`config.mk`:
```
export PLATFORM = sky130hd
export DESIGN_NAME = quad_dac_link
export DESIGN_NICKNAME = d
export VERILOG_FILES = /design/src/rtl/qdl_pkg.sv /design/src/rtl/qdl_phase_timer.sv /design/src/rtl/qdl_frame_shift.sv /design/src/rtl/quad_dac_link.sv
export SDC_FILE = /design/constraint.sdc
export NUM_CORES = 1
export LEC_CHECK = 0
export ABC_AREA = 0
export BUFFER_PORTS_ARGS = -buffer_cell sky130_fd_sc_hd__buf_4
export CAP_MARGIN = 10
export CORE_MARGIN = 3
export CORE_UTILIZATION = 63
export CTS_CLUSTER_DIAMETER = 100
export DETAILED_ROUTE_END_ITERATION = 7
export HOLD_SLACK_MARGIN = 0.08
export MAX_ROUTING_LAYER = met4
export PLACE_DENSITY = 0.9
export SLEW_MARGIN = 20
export SYNTH_ARGS = -nofsm -noshare
export SYNTH_HDL_FRONTEND = slang
export SYNTH_HIERARCHICAL = 1
export SYNTH_SLANG_ARGS = --single-unit
```
`constraint.sdc`:
```
create_clock -name clk -period 8.36 [get_ports clk]
set_input_delay 1.254 -clock clk [delete_from_list [all_inputs] [get_ports clk]]
set_output_delay 1.254 -clock clk [all_outputs]
set_load 0.05 [all_outputs]
```
`src/rtl/qdl_pkg.sv`:
```
package qdl_pkg;

  localparam int ADDR_W  = 2;
  localparam int PAD_W   = 2;
  localparam int CODE_W  = 12;
  localparam int FRAME_W = ADDR_W + PAD_W + CODE_W;

  typedef enum logic [3:0] {
    ST_IDLE,
    ST_LEAD,
    ST_HI,
    ST_LO,
    ST_TAIL,
    ST_LOAD,
    ST_GUARD,
    ST_RSEL,
    ST_RST
  } qdl_state_e;

  // whole cycles covering a time in ns, never below one
  function automatic int ns_to_cyc(input int t_ns, input int clk_ns);
    int c;
    c = (t_ns + clk_ns - 1) / clk_ns;
    if (c < 1) c = 1;
    return c;
  endfunction

  function automatic int imax(input int a, input int b);
    return (a > b) ? a : b;
  endfunction

endpackage

```
`src/rtl/qdl_phase_timer.sv`:
```
module qdl_phase_timer #(
  parameter int TW = 12
) (
  input  logic          clk,
  input  logic          rst,
  input  logic          load,
  input  logic [TW-1:0] load_val,
  output logic          done
);

  logic [TW-1:0] cnt;

  always_ff @(posedge clk) begin
    if (rst) begin
      cnt <= '0;
    end else if (load) begin
      cnt <= load_val;
    end else if (cnt != '0) begin
      cnt <= cnt - 1'b1;
    end
  end

  assign done = (cnt == '0);

endmodule

```
`src/rtl/qdl_frame_shift.sv`:
```
module qdl_frame_shift
  import qdl_pkg::*;
#(
  parameter int AW = ADDR_W,
  parameter int PW = PAD_W,
  parameter int DW = CODE_W
) (
  input  logic          clk,
  input  logic          rst,
  input  logic          load,
  input  logic [AW-1:0] addr,
  input  logic [DW-1:0] code,
  input  logic          shift,
  input  logic          clear,
  output logic          bit_o,
  output logic          last
);

  localparam int FW = AW + PW + DW;
  localparam int LW = $clog2(FW);

  logic [FW-1:0] sreg;
  logic [LW-1:0] left;

  always_ff @(posedge clk) begin
    if (rst) begin
      sreg <= '0;
      left <= '0;
    end else if (load) begin
      sreg <= {addr, {PW{1'b0}}, code};
      left <= LW'(FW - 1);
    end else if (clear) begin
      sreg <= '0;
      left <= '0;
    end else if (shift) begin
      sreg <= {sreg[FW-2:0], 1'b0};
      left <= left - 1'b1;
    end
  end

  assign bit_o = sreg[FW-1];
  assign last  = (left == '0);

  assert_shift_in_frame_R3: assert property (@(posedge clk) disable iff (rst)
    shift |-> (left != '0));

  assert_load_when_drained_R2: assert property (@(posedge clk) disable iff (rst)
    load |-> (left == '0));

endmodule

```
`src/rtl/quad_dac_link.sv`:
```
module quad_dac_link
  import qdl_pkg::*;
#(
  parameter int CLK_NS      = 4,
  parameter int T_DS_NS     = 25,
  parameter int T_DH_NS     = 20,
  parameter int T_CH_NS     = 30,
  parameter int T_CL_NS     = 50,
  parameter int T_CSS_NS    = 55,
  parameter int T_CSH_NS    = 15,
  parameter int T_LD1_NS    = 40,
  parameter int T_LD2_NS    = 15,
  parameter int T_LDW_NS    = 45,
  parameter int T_RSS_NS    = 25,
  parameter int T_RSW_NS    = 70,
  parameter int T_SETTLE_NS = 10000,
  parameter bit SETTLE_WAIT = 1'b1
) (
  input  logic              clk,
  input  logic              rst,
  input  logic              req_valid,
  output logic              req_ready,
  input  logic [ADDR_W-1:0] req_chan,
  input  logic [CODE_W-1:0] req_code,
  input  logic              init_valid,
  input  logic              init_sel,
  output logic              dac_sclk,
  output logic              dac_sdi,
  output logic              dac_cs_n,
  output logic              dac_load_n,
  output logic              dac_rst_n,
  output logic              dac_rstsel
);

  localparam int C_HI    = imax(ns_to_cyc(T_CH_NS, CLK_NS), ns_to_cyc(T_DH_NS, CLK_NS));
  localparam int C_LO    = imax(ns_to_cyc(T_CL_NS, CLK_NS), ns_to_cyc(T_DS_NS, CLK_NS));
  localparam int C_LEAD  = imax(ns_to_cyc(T_CSS_NS, CLK_NS), C_LO);
  localparam int C_TAIL  = imax(ns_to_cyc(T_CSH_NS, CLK_NS), ns_to_cyc(T_LD2_NS, CLK_NS));
  localparam int C_LDW   = ns_to_cyc(T_LDW_NS, CLK_NS);
  localparam int C_LD1   = ns_to_cyc(T_LD1_NS, CLK_NS);
  localparam int C_GUARD = SETTLE_WAIT ? imax(C_LD1, ns_to_cyc(T_SETTLE_NS, CLK_NS)) : C_LD1;
  localparam int C_RSEL  = ns_to_cyc(T_RSS_NS, CLK_NS);
  localparam int C_RSTW  = ns_to_cyc(T_RSW_NS, CLK_NS);
  localparam int C_MAX   = imax(imax(imax(C_HI, C_LO), imax(C_LEAD, C_TAIL)),
                                imax(imax(C_LDW, C_GUARD), imax(C_RSEL, C_RSTW)));
  localparam int TW      = $clog2(C_MAX + 1);

  qdl_state_e    state, state_nx;
  logic          idle_q;
  logic          wr_take, init_take;
  logic          tmr_load, tmr_done;
  logic [TW-1:0] tmr_val;
  logic          sh_last, sh_shift, sh_clear, sh_bit;

  // a pending reset request masks the write handshake
  assign req_ready = idle_q & ~init_valid;
  assign init_take = idle_q & init_valid;
  assign wr_take   = req_valid & req_ready;

  always_comb begin
    state_nx = state;
    unique case (state)
      ST_IDLE:  if (init_take) state_nx = ST_RSEL;
                else if (wr_take) state_nx = ST_LEAD;
      ST_LEAD:  if (tmr_done) state_nx = ST_HI;
      ST_HI:    if (tmr_done) state_nx = sh_last ? ST_TAIL : ST_LO;
      ST_LO:    if (tmr_done) state_nx = ST_HI;
      ST_TAIL:  if (tmr_done) state_nx = ST_LOAD;
      ST_LOAD:  if (tmr_done) state_nx = ST_GUARD;
      ST_GUARD: if (tmr_done) state_nx = ST_IDLE;
      ST_RSEL:  if (tmr_done) state_nx = ST_RST;
      ST_RST:   if (tmr_done) state_nx = ST_IDLE;
      default:  state_nx = ST_IDLE;
    endcase
  end

  always_comb begin
    unique case (state_nx)
      ST_LEAD:  tmr_val = TW'(C_LEAD - 1);
      ST_HI:    tmr_val = TW'(C_HI - 1);
      ST_LO:    tmr_val = TW'(C_LO - 1);
      ST_TAIL:  tmr_val = TW'(C_TAIL - 1);
      ST_LOAD:  tmr_val = TW'(C_LDW - 1);
      ST_GUARD: tmr_val = TW'(C_GUARD - 1);
      ST_RSEL:  tmr_val = TW'(C_RSEL - 1);
      ST_RST:   tmr_val = TW'(C_RSTW - 1);
      default:  tmr_val = '0;
    endcase
  end

  assign tmr_load = (state_nx != state);
  assign sh_shift = (state == ST_HI) && (state_nx == ST_LO);
  assign sh_clear = (state == ST_HI) && (state_nx == ST_TAIL);

  qdl_phase_timer #(.TW(TW)) u_timer (
    .clk      (clk),
    .rst      (rst),
    .load     (tmr_load),
    .load_val (tmr_val),
    .done     (tmr_done)
  );

  qdl_frame_shift #(.AW(ADDR_W), .PW(PAD_W), .DW(CODE_W)) u_shift (
    .clk   (clk),
    .rst   (rst),
    .load  (wr_take),
    .addr  (req_chan),
    .code  (req_code),
    .shift (sh_shift),
    .clear (sh_clear),
    .bit_o (sh_bit),
    .last  (sh_last)
  );

  // every pin is a register set from the next state
  always_ff @(posedge clk) begin
    if (rst) begin
      state      <= ST_IDLE;
      idle_q     <= 1'b1;
      dac_sclk   <= 1'b0;
      dac_cs_n   <= 1'b1;
      dac_load_n <= 1'b1;
      dac_rst_n  <= 1'b1;
      dac_rstsel <= 1'b0;
    end else begin
      state      <= state_nx;
      idle_q     <= (state_nx == ST_IDLE);
      dac_sclk   <= (state_nx == ST_HI);
      dac_cs_n   <= !(state_nx inside {ST_LEAD, ST_HI, ST_LO, ST_TAIL});
      dac_load_n <= (state_nx != ST_LOAD);
      dac_rst_n  <= (state_nx != ST_RST);
      if (init_take) dac_rstsel <= init_sel;
    end
  end

  assign dac_sdi = sh_bit;

  assert_idle_pins_R1: assert property (@(posedge clk) disable iff (rst)
    req_ready |-> (dac_cs_n && dac_load_n && dac_rst_n && !dac_sclk && !dac_sdi));

  assert_sdi_still_high_R5: assert property (@(posedge clk) disable iff (rst)
    dac_sclk |-> $stable(dac_sdi));

  assert_sclk_gated_R6: assert property (@(posedge clk) disable iff (rst)
    dac_cs_n |-> !dac_sclk);

  assert_load_outside_frame_R7: assert property (@(posedge clk) disable iff (rst)
    !dac_load_n |-> dac_cs_n);

  assert_reset_quiet_R9: assert property (@(posedge clk) disable iff (rst)
    !dac_rst_n |-> (dac_cs_n && dac_load_n && !req_ready));

  assert_rstsel_steady_R9: assert property (@(posedge clk) disable iff (rst)
    !dac_rst_n |-> $stable(dac_rstsel));

  assert_init_first_R10: assert property (@(posedge clk) disable iff (rst)
    init_valid |-> !req_ready);

endmodule

```
==> flow_summary.yaml, run 1 <==
critical_path:
  critPathKind: "reg2reg"
  end_kind: "flip-flop"
  crit_path_max_fanout: 19
  endpoint: "u_timer/cnt[6]"
  worst_ep_required_time_ps: 8570
  ff2ff_setup_slack_ps: 4340
  rr_startpoint: "u_timer/cnt[0]"
  timing.rr.end: "u_timer/cnt[6]"
  critPathArrivalTime_ps: 4220
  start_kind: "flip-flop"
  ff2ff_path_depth: 13
  crit_path_start: "u_timer/cnt[0]"
global_routing:
  antenna_found_initial: 0
  grt_usage: 0.242
  grt_pass1_vias: 1914
  overflow: 0
  grt_max_degree: 48
  grt_pass1_wl_um: 8360
clocking:
  cts_resized: 0
  cts_setup_buffers: 0
  cts_made_buffers: 5
  clk-insertion-delay-late_ps: 300
  clockBufferDepth: 2
  tritoncts: "done"
  cts_max_level: 2
  cts_sinks: 42
  holdBufCountCts: 0
  cts_root_buf: "clkbuf_8"
  clk_pin_slew_ps: 80
timing:
  slew_headroom: 0.343
  rsz0062_at_grt: "no"
  max_freq_ghz: 0.249
  hold_viol: 0
  skew_ps: 6.25
  post-route-period-util: 0.480
  setup_viol: 0
  finalSetupTns_ps: 0
  slew_viol_final: 0
  finalCriticalPeriod_ps: 4020
  worst_pin_slew_ps: 983
floorplanning:
  ios: 26
  start_util: 0.665
  core_um2: 3740
  die_area_um2: 4740
  die_h_um: 68.9
  row_count: 22
  die_x_um: 68.9
yosys:
  yosys-top-cells-area: "dfxtp_1, mux2_4, a22oi_2"
  syn_area_per_cell_um2: 8.70
  synth_edf_count: 0
  synth_common_cells: "dfxtp_1, nor2_1, inv_1, nand2_1, a21oi_1"
  ys_types: 58
  ys_seq_area_frac: 0.338
  ys_seq_elements: 42
  synth.cell_area_um2: 2490
  ys_warn_count: 6
  async_flop_share: 0
  yosys.cell_count.top_type: "dfxtp_1"
  synthFlopType: "dfxtp_1"
  synth_cells: 286
  synth_top_area_share: 0.338
  yosysTopAreaCell: "dfxtp_1"
final_layout:
  n_antenna_cell: 0
  layout-drive-gt1-share: 0.229
  post-route-util: 0.748
  syn_to_final_growth_pct: 12.5
  final_nets: 331
route:
  wl_per_cell_um: 14.5
  postRouteAntennaNets: 0
  via_per_inst: 5.86
  firstDrtPassIters: 4
  drt_wl_total_um: 5140
  route.detailed.drc: 0
  first_iter_violations: 145
  vias: 2073
pwr:
  vdd_drop_max_uv: 269
  power_density_nw_per_um2: 346
  leakage_nw: 1.12
place:
  hpwl_um: 3610
  gp_congestion: 0.880
  port-buffer-count: 25
job:
  cap_violations: 0
hold_path:
  hold_path_class: "reg2reg"
run_status:
  status: "complete, no violations"
-- cell usage in the layout, fill, tap and decap left out, types with 3 or more instances in the layout --
cell	instances
a211oi_1	4
a21oi_1	14
a221oi_1	3
a22oi_1	3
a22oi_2	11
and2_1	5
buf_4	26
clkbuf_8	5
conb_1	3
dfxtp_1	42
ha_1	7
inv_1	24
mux2_4	12
mux2i_1	7
nand2_1	18
nand2b_1	3
nand3_1	6
nand3b_1	3
nor2_1	35
nor2b_1	7
nor3_1	11
nor4_1	6
o21ai_0	10
-- per-layer routing --
metal / GRT usage / vias up / part of all wire
met5: - / - / 0
met4: 0.0803 / 0 / 0.0080
met3: 0.0486 / 4 / 0.050
met2: 0.423 / 45 / 0.50
met1: 0.277 / 973 / 0.44
li1: - / 1051 / -
-- area by class of cell --
cell class	instances	area, um2
Multi-Input combinational cell	206	1480
Fill cell	282	945
Sequential cell	42	841
Timing Repair Buffer	26	195
Inverter	24	90.1
Clock buffer	5	68.8
Clock inverter	3	68.8
Tap cell	48	60.1
-- per-stage QoR --
step / hold WS [ps] / setup WS (ps) / power, W / cell area, um2 / instances
after CTS: 486 / 4400 / 0.000968 / 2800 / 354
after global routing: 520 / 4080 / 0.00104 / 2800 / 354
final: 494 / 4340 / 0.000969 / 2800 / 354
after global placement: 444 / 4680 / 0.000754 / 2660 / 346
after floorplan: 481 / 5060 / 0.000689 / 2500 / 288
after detailed placement: 462 / 4410 / 0.000771 / 2660 / 346
-- registers in the layout, indices dropped and copies added, names as in the netlist --
register	cells
dac_cs_n	1
dac_load_n	1
dac_rst_n	1
dac_rstsel	1
dac_sclk	1
idle_q	1
state	4
u_shift/left	4
u_shift/sreg	16
u_timer/cnt	12
-- worst max-delay path, stage by stage (launching register included) --
cell and delay (ps):
dfxtp_1 330, inv_1 100, ha_1 180, nor3b_1 470, nand3_1 370, inv_1 350
nand2_1 160, nor3_1 190, o311a_1 230, nor3_1 60, or4b_1 830, inv_1 310
nor2_1 80, a311oi_1 250
-- power by group --
group          internal [W]  total, W  switching, W
Combinational      0.000198  0.000482      0.000284
Sequential         0.000247  0.000295     0.0000485
Clock              0.000120  0.000192     0.0000722
-- how the worst min path moves through the flow --
stage               startpoint         endpoint  slack, ps  cells after the start
2_1_floorplan  u_shift/sreg[0]  u_shift/sreg[0]        480                      2
5_1_grt             dac_rstsel       dac_rstsel        520                      2
3_3_place_gp        dac_rstsel       dac_rstsel        440                      2
4_1_cts             dac_rstsel       dac_rstsel        490                      2
3_5_place_dp        dac_rstsel       dac_rstsel        460                      2
6_report            dac_rstsel       dac_rstsel        490                      2
-- cell families after synthesis --
logic type | Yosys count | share of synthesized area
compound gates | 64 | 0.203
xor+xnor | 2 | 0.00704
fa+ha+maj | 7 | 0.0352
buf+inv | 40 | 0.0744
flops | 42 | 0.338
mux | 20 | 0.105
other cells | 1 | 0.00151
simple gates | 110 | 0.236
No activity file was read; power rests on OpenSTA's default activity.
==> inputs of run 2 (changes only) <==
- ABC_AREA: 0 -> 1
- CORE_UTILIZATION: 63 -> 60
- PLACE_DENSITY: 0.9 -> 0.85
- clock period: 8.36 -> 4.06 ns (I/O delays scaled with it)
==> run 2 against run 1 <==
Synthesized cell count grew 46%. Register-to-register slack lost 3400 ps. Total power grew to 2.9 times the previous value. Cell area grew 12%. Non-clock buffer count shrank 1. Clock skew grew 0.79 ps. Clock power grew 120%. Critical endpoint is now u_timer/cnt[4]. Highest routed layer unchanged.
==> flow_summary.yaml, run 2 <==
yosys:
  yosysTopAreaCell: "dfxtp_1"
  ys_seq_elements: 42
  ys_seq_area_frac: 0.299
  synth.cell_area_um2: 2820
  syn_area_per_cell_um2: 6.75
  synth_edf_count: 0
  synth_cells: 417
  async_flop_share: 0
  synthFlopType: "dfxtp_1"
  ys_types: 38
  ys_warn_count: 6
  yosys-top-cells-area: "dfxtp_1, nand2_1, nand3_1"
  synth_common_cells: "nand2_1, inv_1, dfxtp_1, nand3_1, nor2_1"
  yosys.cell_count.top_type: "nand2_1"
  synth_top_area_share: 0.299
pwr:
  power_density_nw_per_um2: 902
  internal_power_w: 0.00137
  total_power_w: 0.00282
  clock_power_share: 0.147
  p_switching_w: 0.00145
  power_frac_seq: 0.227
  swShare: 0.515
  pwr-share-comb: 0.625
  vdd_drop_max_uv: 697
  leakage_nw: 1.60
floorplanning:
  start_util: 0.633
  core_um2: 4440
  ios: 26
  row_count: 24
  die_area_um2: 5550
  die_h_um: 74.5
  die_x_um: 74.5
route:
  route.detailed.drc: 0
  vias: 2600
  drt_wl_total_um: 6200
  first_iter_violations: 123
  firstDrtPassIters: 4
  postRouteAntennaNets: 0
  via_per_inst: 5.26
  wl_per_cell_um: 12.6
clocking:
  cts_setup_buffers: 0
  clk_pin_slew_ps: 80
  holdBufCountCts: 0
  cts_resized: 0
  clk-insertion-delay-late_ps: 300
  cts_sinks: 42
  clockBufferDepth: 2
  cts_max_level: 2
  cts_root_buf: "clkbuf_8"
  cts_made_buffers: 5
  tritoncts: "done"
timing:
  finalSetupTns_ps: 0
  finalCriticalPeriod_ps: 3150
  hold_viol: 0
  hold_slack_ps: 471
  post-route-period-util: 0.776
  max_freq_ghz: 0.317
  worst_pin_slew_ps: 608
  skew_ps: 7.05
  slew_headroom: 0.594
  setup_viol: 0
  slew_viol_final: 0
  rsz0062_at_grt: "no"
critical_path:
  critPathArrivalTime_ps: 3380
  crit_path_start: "u_timer/cnt[0]"
  ff2ff_setup_slack_ps: 910
  ff2ff_path_depth: 19
  critPathKind: "reg2reg"
  start_kind: "flip-flop"
  rr_startpoint: "u_timer/cnt[0]"
  end_kind: "flip-flop"
  timing.rr.end: "u_timer/cnt[4]"
  crit_path_max_fanout: 14
  worst_ep_required_time_ps: 4290
final_layout:
  syn_to_final_growth_pct: 10.9
  final_common_cell: "nand2_1"
  num-fill-cells: 376
  largestRegisters: "u_shift/sreg: 16 flops, u_timer/cnt: 12 flops"
  final_nets: 467
  layout_common_cells: "nand2_1, inv_1, dfxtp_1"
  largest_register_ffs: 16
  layout-drive-gt1-share: 0.247
  largest_register: "u_shift/sreg"
  n_antenna_cell: 0
global_routing:
  antenna_found_initial: 0
  grt_usage: 0.252
  grt_pass1_vias: 2414
  grt_pass1_wl_um: 10500
  overflow: 0
  grt_max_degree: 24
place:
  gp_congestion: 0.965
  hpwl_um: 4550
  port-buffer-count: 25
run_status:
  status: "complete, no violations"
hold_path:
  hold_depth: 2
  hp-start: "u_shift/sreg[12]"
  hold_path_class: "reg2reg"
  holdPathEnd: "u_shift/sreg[12]"
job:
  cap_violations: 0
## run 2: cell count changes in the layout (fill, tap and decap cells not counted), sizes merged, moves of 9 or more
cell	delta
a22oi	-13
nor2	+14
a21oi	+10
nand2	+121
mux2	-13
nor3	-9
nand3	+45
inv	+38
## run 2: area by class of cell
cell class / instances / area, um2 / area share
Tap cell: 52 / 65.1 / 0.0208
Inverter: 62 / 243 / 0.0777
Timing Repair Buffer: 25 / 188 / 0.0601
Multi-Input combinational cell: 305 / 1640 / 0.526
Clock buffer: 6 / 82.6 / 0.0264
Clock inverter: 2 / 60.1 / 0.0192
Sequential cell: 42 / 841 / 0.269
## run 2: routing by layer
layer / wire [um] / vias up / global-route usage / share of wire
met4: 120 / 0 / 0.0909 / 0.019
met3: 303 / 11 / 0.0473 / 0.049
met2: 3060 / 73 / 0.428 / 0.49
li1: - / 1348 / - / -
met5: 0 / - / - / 0
met1: 2720 / 1168 / 0.295 / 0.44
## run 2: power groups by stage
stage | combinational (W) | sequential (W) | clock (W)
floorplan | 0.00143 | 0.000650 | 0
global placement | 0.00168 | 0.000645 | 0
detailed placement | 0.00173 | 0.000648 | 0
CTS | 0.00174 | 0.000638 | 0.000421
global route | 0.00197 | 0.000656 | 0.000440
finish | 0.00176 | 0.000641 | 0.000415
## run 2: logic make-up (layout without fill, tap and decap cells)
logic type / count (synthesis) / after routing / share of synthesized area
other cells: 1 / 3 / 0.00133
buf+inv: 72 / 95 / 0.120
xor+xnor: 2 / 2 / 0.00622
simple gates: 252 / 252 / 0.456
fa+ha+maj: 7 / 7 / 0.0311
compound gates: 41 / 41 / 0.0867
flops: 42 / 42 / 0.299
## run 2: worst max-delay path by stage
stage / end / slack, ps / cells past startpoint
2_1_floorplan: u_timer/cnt[1] / 1610 / 19
3_3_place_gp: u_timer/cnt[8] / 1230 / 19
3_5_place_dp: u_timer/cnt[4] / 1000 / 19
4_1_cts: u_timer/cnt[4] / 960 / 19
5_1_grt: u_timer/cnt[4] / 630 / 19
6_report: u_timer/cnt[4] / 910 / 19
## run 2: critical path, cell delays in order (launching register included)
cell and delay, ps:
dfxtp_1 380, inv_1 90, ha_1 240, nand2_1 70, nor2_1 40, nand2_1 70, inv_1 120, nand2_1 140
o21ai_0 110, nor2_2 330, nor2_2 90, nand2_4 130, inv_4 70, a21oi_1 150, nor2_1 80, nand2_1 380
inv_2 190, nand3_1 130, o21ai_0 80, nor3b_1 180
## run 2: through the flow
stage	instance area [um2]	util	std cells	setup WS, ps
6_report	3120	0.703	494	909
3_3_place_gp	2980	0.671	486	1230
4_1_cts	3120	0.703	494	957
2_1_floorplan	2820	-	419	1610
5_1_grt	3120	0.703	494	626
3_5_place_dp	2980	0.671	486	1000
==> inputs of run 3 (changes only) <==
- clock period: 4.06 -> 3.01 ns (I/O delays scaled with it)
==> run 3 against run 2 <==
Setup slack got worse by 700 ps. Register-to-register slack got worse by 700 ps. Cell count is 0.40% higher. Largest power group unchanged.
==> flow_summary.yaml, run 3 (synthesized netlist as in run 2, its figures left out) <==
run_status:
  status: "complete, no violations"
global_routing:
  grt.met1_usage: 0.275
  grt_busiest_layer: "met2"
  grtUsageMet3: 0.0649
  grt_pass1_vias: 2460
  antenna_found_initial: 0
  overflow: 0
  grt_util_met2: 0.431
  grt_pass1_wl_um: 10400
  grt_usage: 0.247
  grt_max_degree: 24
critical_path:
  crit_path_max_fanout: 9
  start_kind: "flip-flop"
  path_delay_family: "simple AND/OR/NAND/NOR gates"
  critPathArrivalTime_ps: 3020
  path_common_cell: "nand2_1"
  worst-path-stages: 19
  end_kind: "flip-flop"
  worstPathBufferInverterCount: 4
  ff2ff_path_depth: 19
  slowest_stage: "dfxtp_1"
  worst_ep_required_time_ps: 3220
  slowest_delay_ps: 330
  critPathKind: "reg2reg"
  path_cells: "inv_1 -> ha_1 -> nand2_1 -> nor2_1 -> nand2_1 -> inv_2 -> nand2_1 -> o21ai_0 -> nor2_2 -> nor2_2 -> nand2_4 -> inv_4 -> a21oi_1 -> nor2_1 -> nand2_2 -> buf_4 -> a21oi_4 -> nand2_1 -> a21oi_1"
route:
  wl_per_cell_um: 12.6
  via_per_inst: 5.30
  route.detailed.drc: 0
  firstDrtPassIters: 4
  first_iter_violations: 132
  drt_wl_total_um: 6260
  vias: 2631
  postRouteAntennaNets: 0
place:
  port-buffer-count: 25
  hpwl_um: 4590
  gp_congestion: 1.03
final_layout:
  multi_input_area_um2: 1650
  num-fill-cells: 399
  syn_to_final_growth_pct: 10.3
  regArea_um2: 841
  n_antenna_cell: 0
  final_nets: 469
  layout_common_cells: "nand2_1, inv_1, dfxtp_1"
  largestRegisters: "u_shift/sreg: 16 flops, u_timer/cnt: 12 flops"
  largest_register: "u_shift/sreg"
  layout-drive-gt1-share: 0.250
  largest_register_ffs: 16
  final_common_cell: "nand2_1"
clocking:
  tritoncts: "done"
  cts_sinks: 42
  holdBufCountCts: 0
  clk_pin_slew_ps: 80
  clockBufferDepth: 2
  clk-insertion-delay-late_ps: 290
  cts_made_buffers: 5
  cts_root_buf: "clkbuf_8"
  cts_max_level: 2
timing:
  post-route-period-util: 0.932
  max_freq_ghz: 0.356
  hold_viol: 0
  hold_slack_ps: 416
  worst_pin_slew_ps: 588
  finalSetupTns_ps: 0
  finalCriticalPeriod_ps: 2810
  skew_ps: 7.18
  slew_viol_final: 0
  slew_headroom: 0.607
  setup_viol: 0
  rsz0062_at_grt: "no"
floorplanning:
  die_h_um: 74.5
  row_count: 24
  die_area_um2: 5550
  die_x_um: 74.5
  start_util: 0.633
  ios: 26
  core_um2: 4440
pwr:
  total_power_w: 0.00372
  power_density_nw_per_um2: 1200
  leakage_nw: 1.59
  vdd_drop_max_uv: 955
hold_path:
  hold_depth: 3
  hold_path_class: "in2reg"
job:
  cap_violations: 0
## run 3: final cells by class
class / count / share of cell area
timing repair buffer: 27 / 0.0653
multi-input combinational: 305 / 0.530
tap: 52 / 0.0210
sequential: 42 / 0.271
inverter: 62 / 0.0782
clock buffer: 7 / 0.0246
clock inverter: 1 / 0.00967
## run 3: metal layers
metal  share of wire  vias to the layer above
met5               0                        -
met4           0.013                        0
met3           0.049                       10
met2            0.50                       64
met1            0.44                     1204
li1                -                     1353
## run 3: power by group
group          total [W]  internal (W)  leakage, nW  switching [W]
Combinational    0.00242      0.000812         1.19        0.00161
Clock           0.000432      0.000248       0.0524       0.000184
Sequential      0.000871      0.000703        0.344       0.000168
Total            0.00372       0.00176         1.59        0.00196
## run 3: timing repair
action                                  4_1_cts  5_1_grt
resized for setup                             0        2
endpoints found under the setup margin        0       12
buffers inserted                              0        1
## run 3: path summary, 6_finish.rpt
kind | from | end | slack (ps)
max | u_timer/cnt[0] | u_timer/cnt[7] | 200
min | req_code[0] | u_shift/sreg[0] | 420
max reg2reg | u_timer/cnt[0] | u_timer/cnt[7] | 200
min reg2reg | u_shift/sreg[12] | u_shift/sreg[13] | 460
## run 3: stage by stage
stage / std cells / worst slack, ps / utilization / instance area (um2)
global placement: 487 / 332 / 0.672 / 2990
finish: 496 / 204 / 0.698 / 3100
detailed placement: 487 / 185 / 0.672 / 2990
global route: 496 / 22.3 / 0.698 / 3100
CTS: 495 / 101 / 0.696 / 3090
floorplan: 419 / 555 / - / 2820
## run 3: worst reg2reg max path, stage by stage (launching register included)
cell and delay, ps:
dfxtp_1 330, inv_1 100, ha_1 200, nand2_1 70
nor2_1 120, nand2_1 90, inv_2 120, nand2_1 110
o21ai_0 120, nor2_2 90, nor2_2 170, nand2_4 130
inv_4 100, a21oi_1 60, nor2_1 160, nand2_2 130
buf_4 200, a21oi_4 180, nand2_1 90, a21oi_1 150
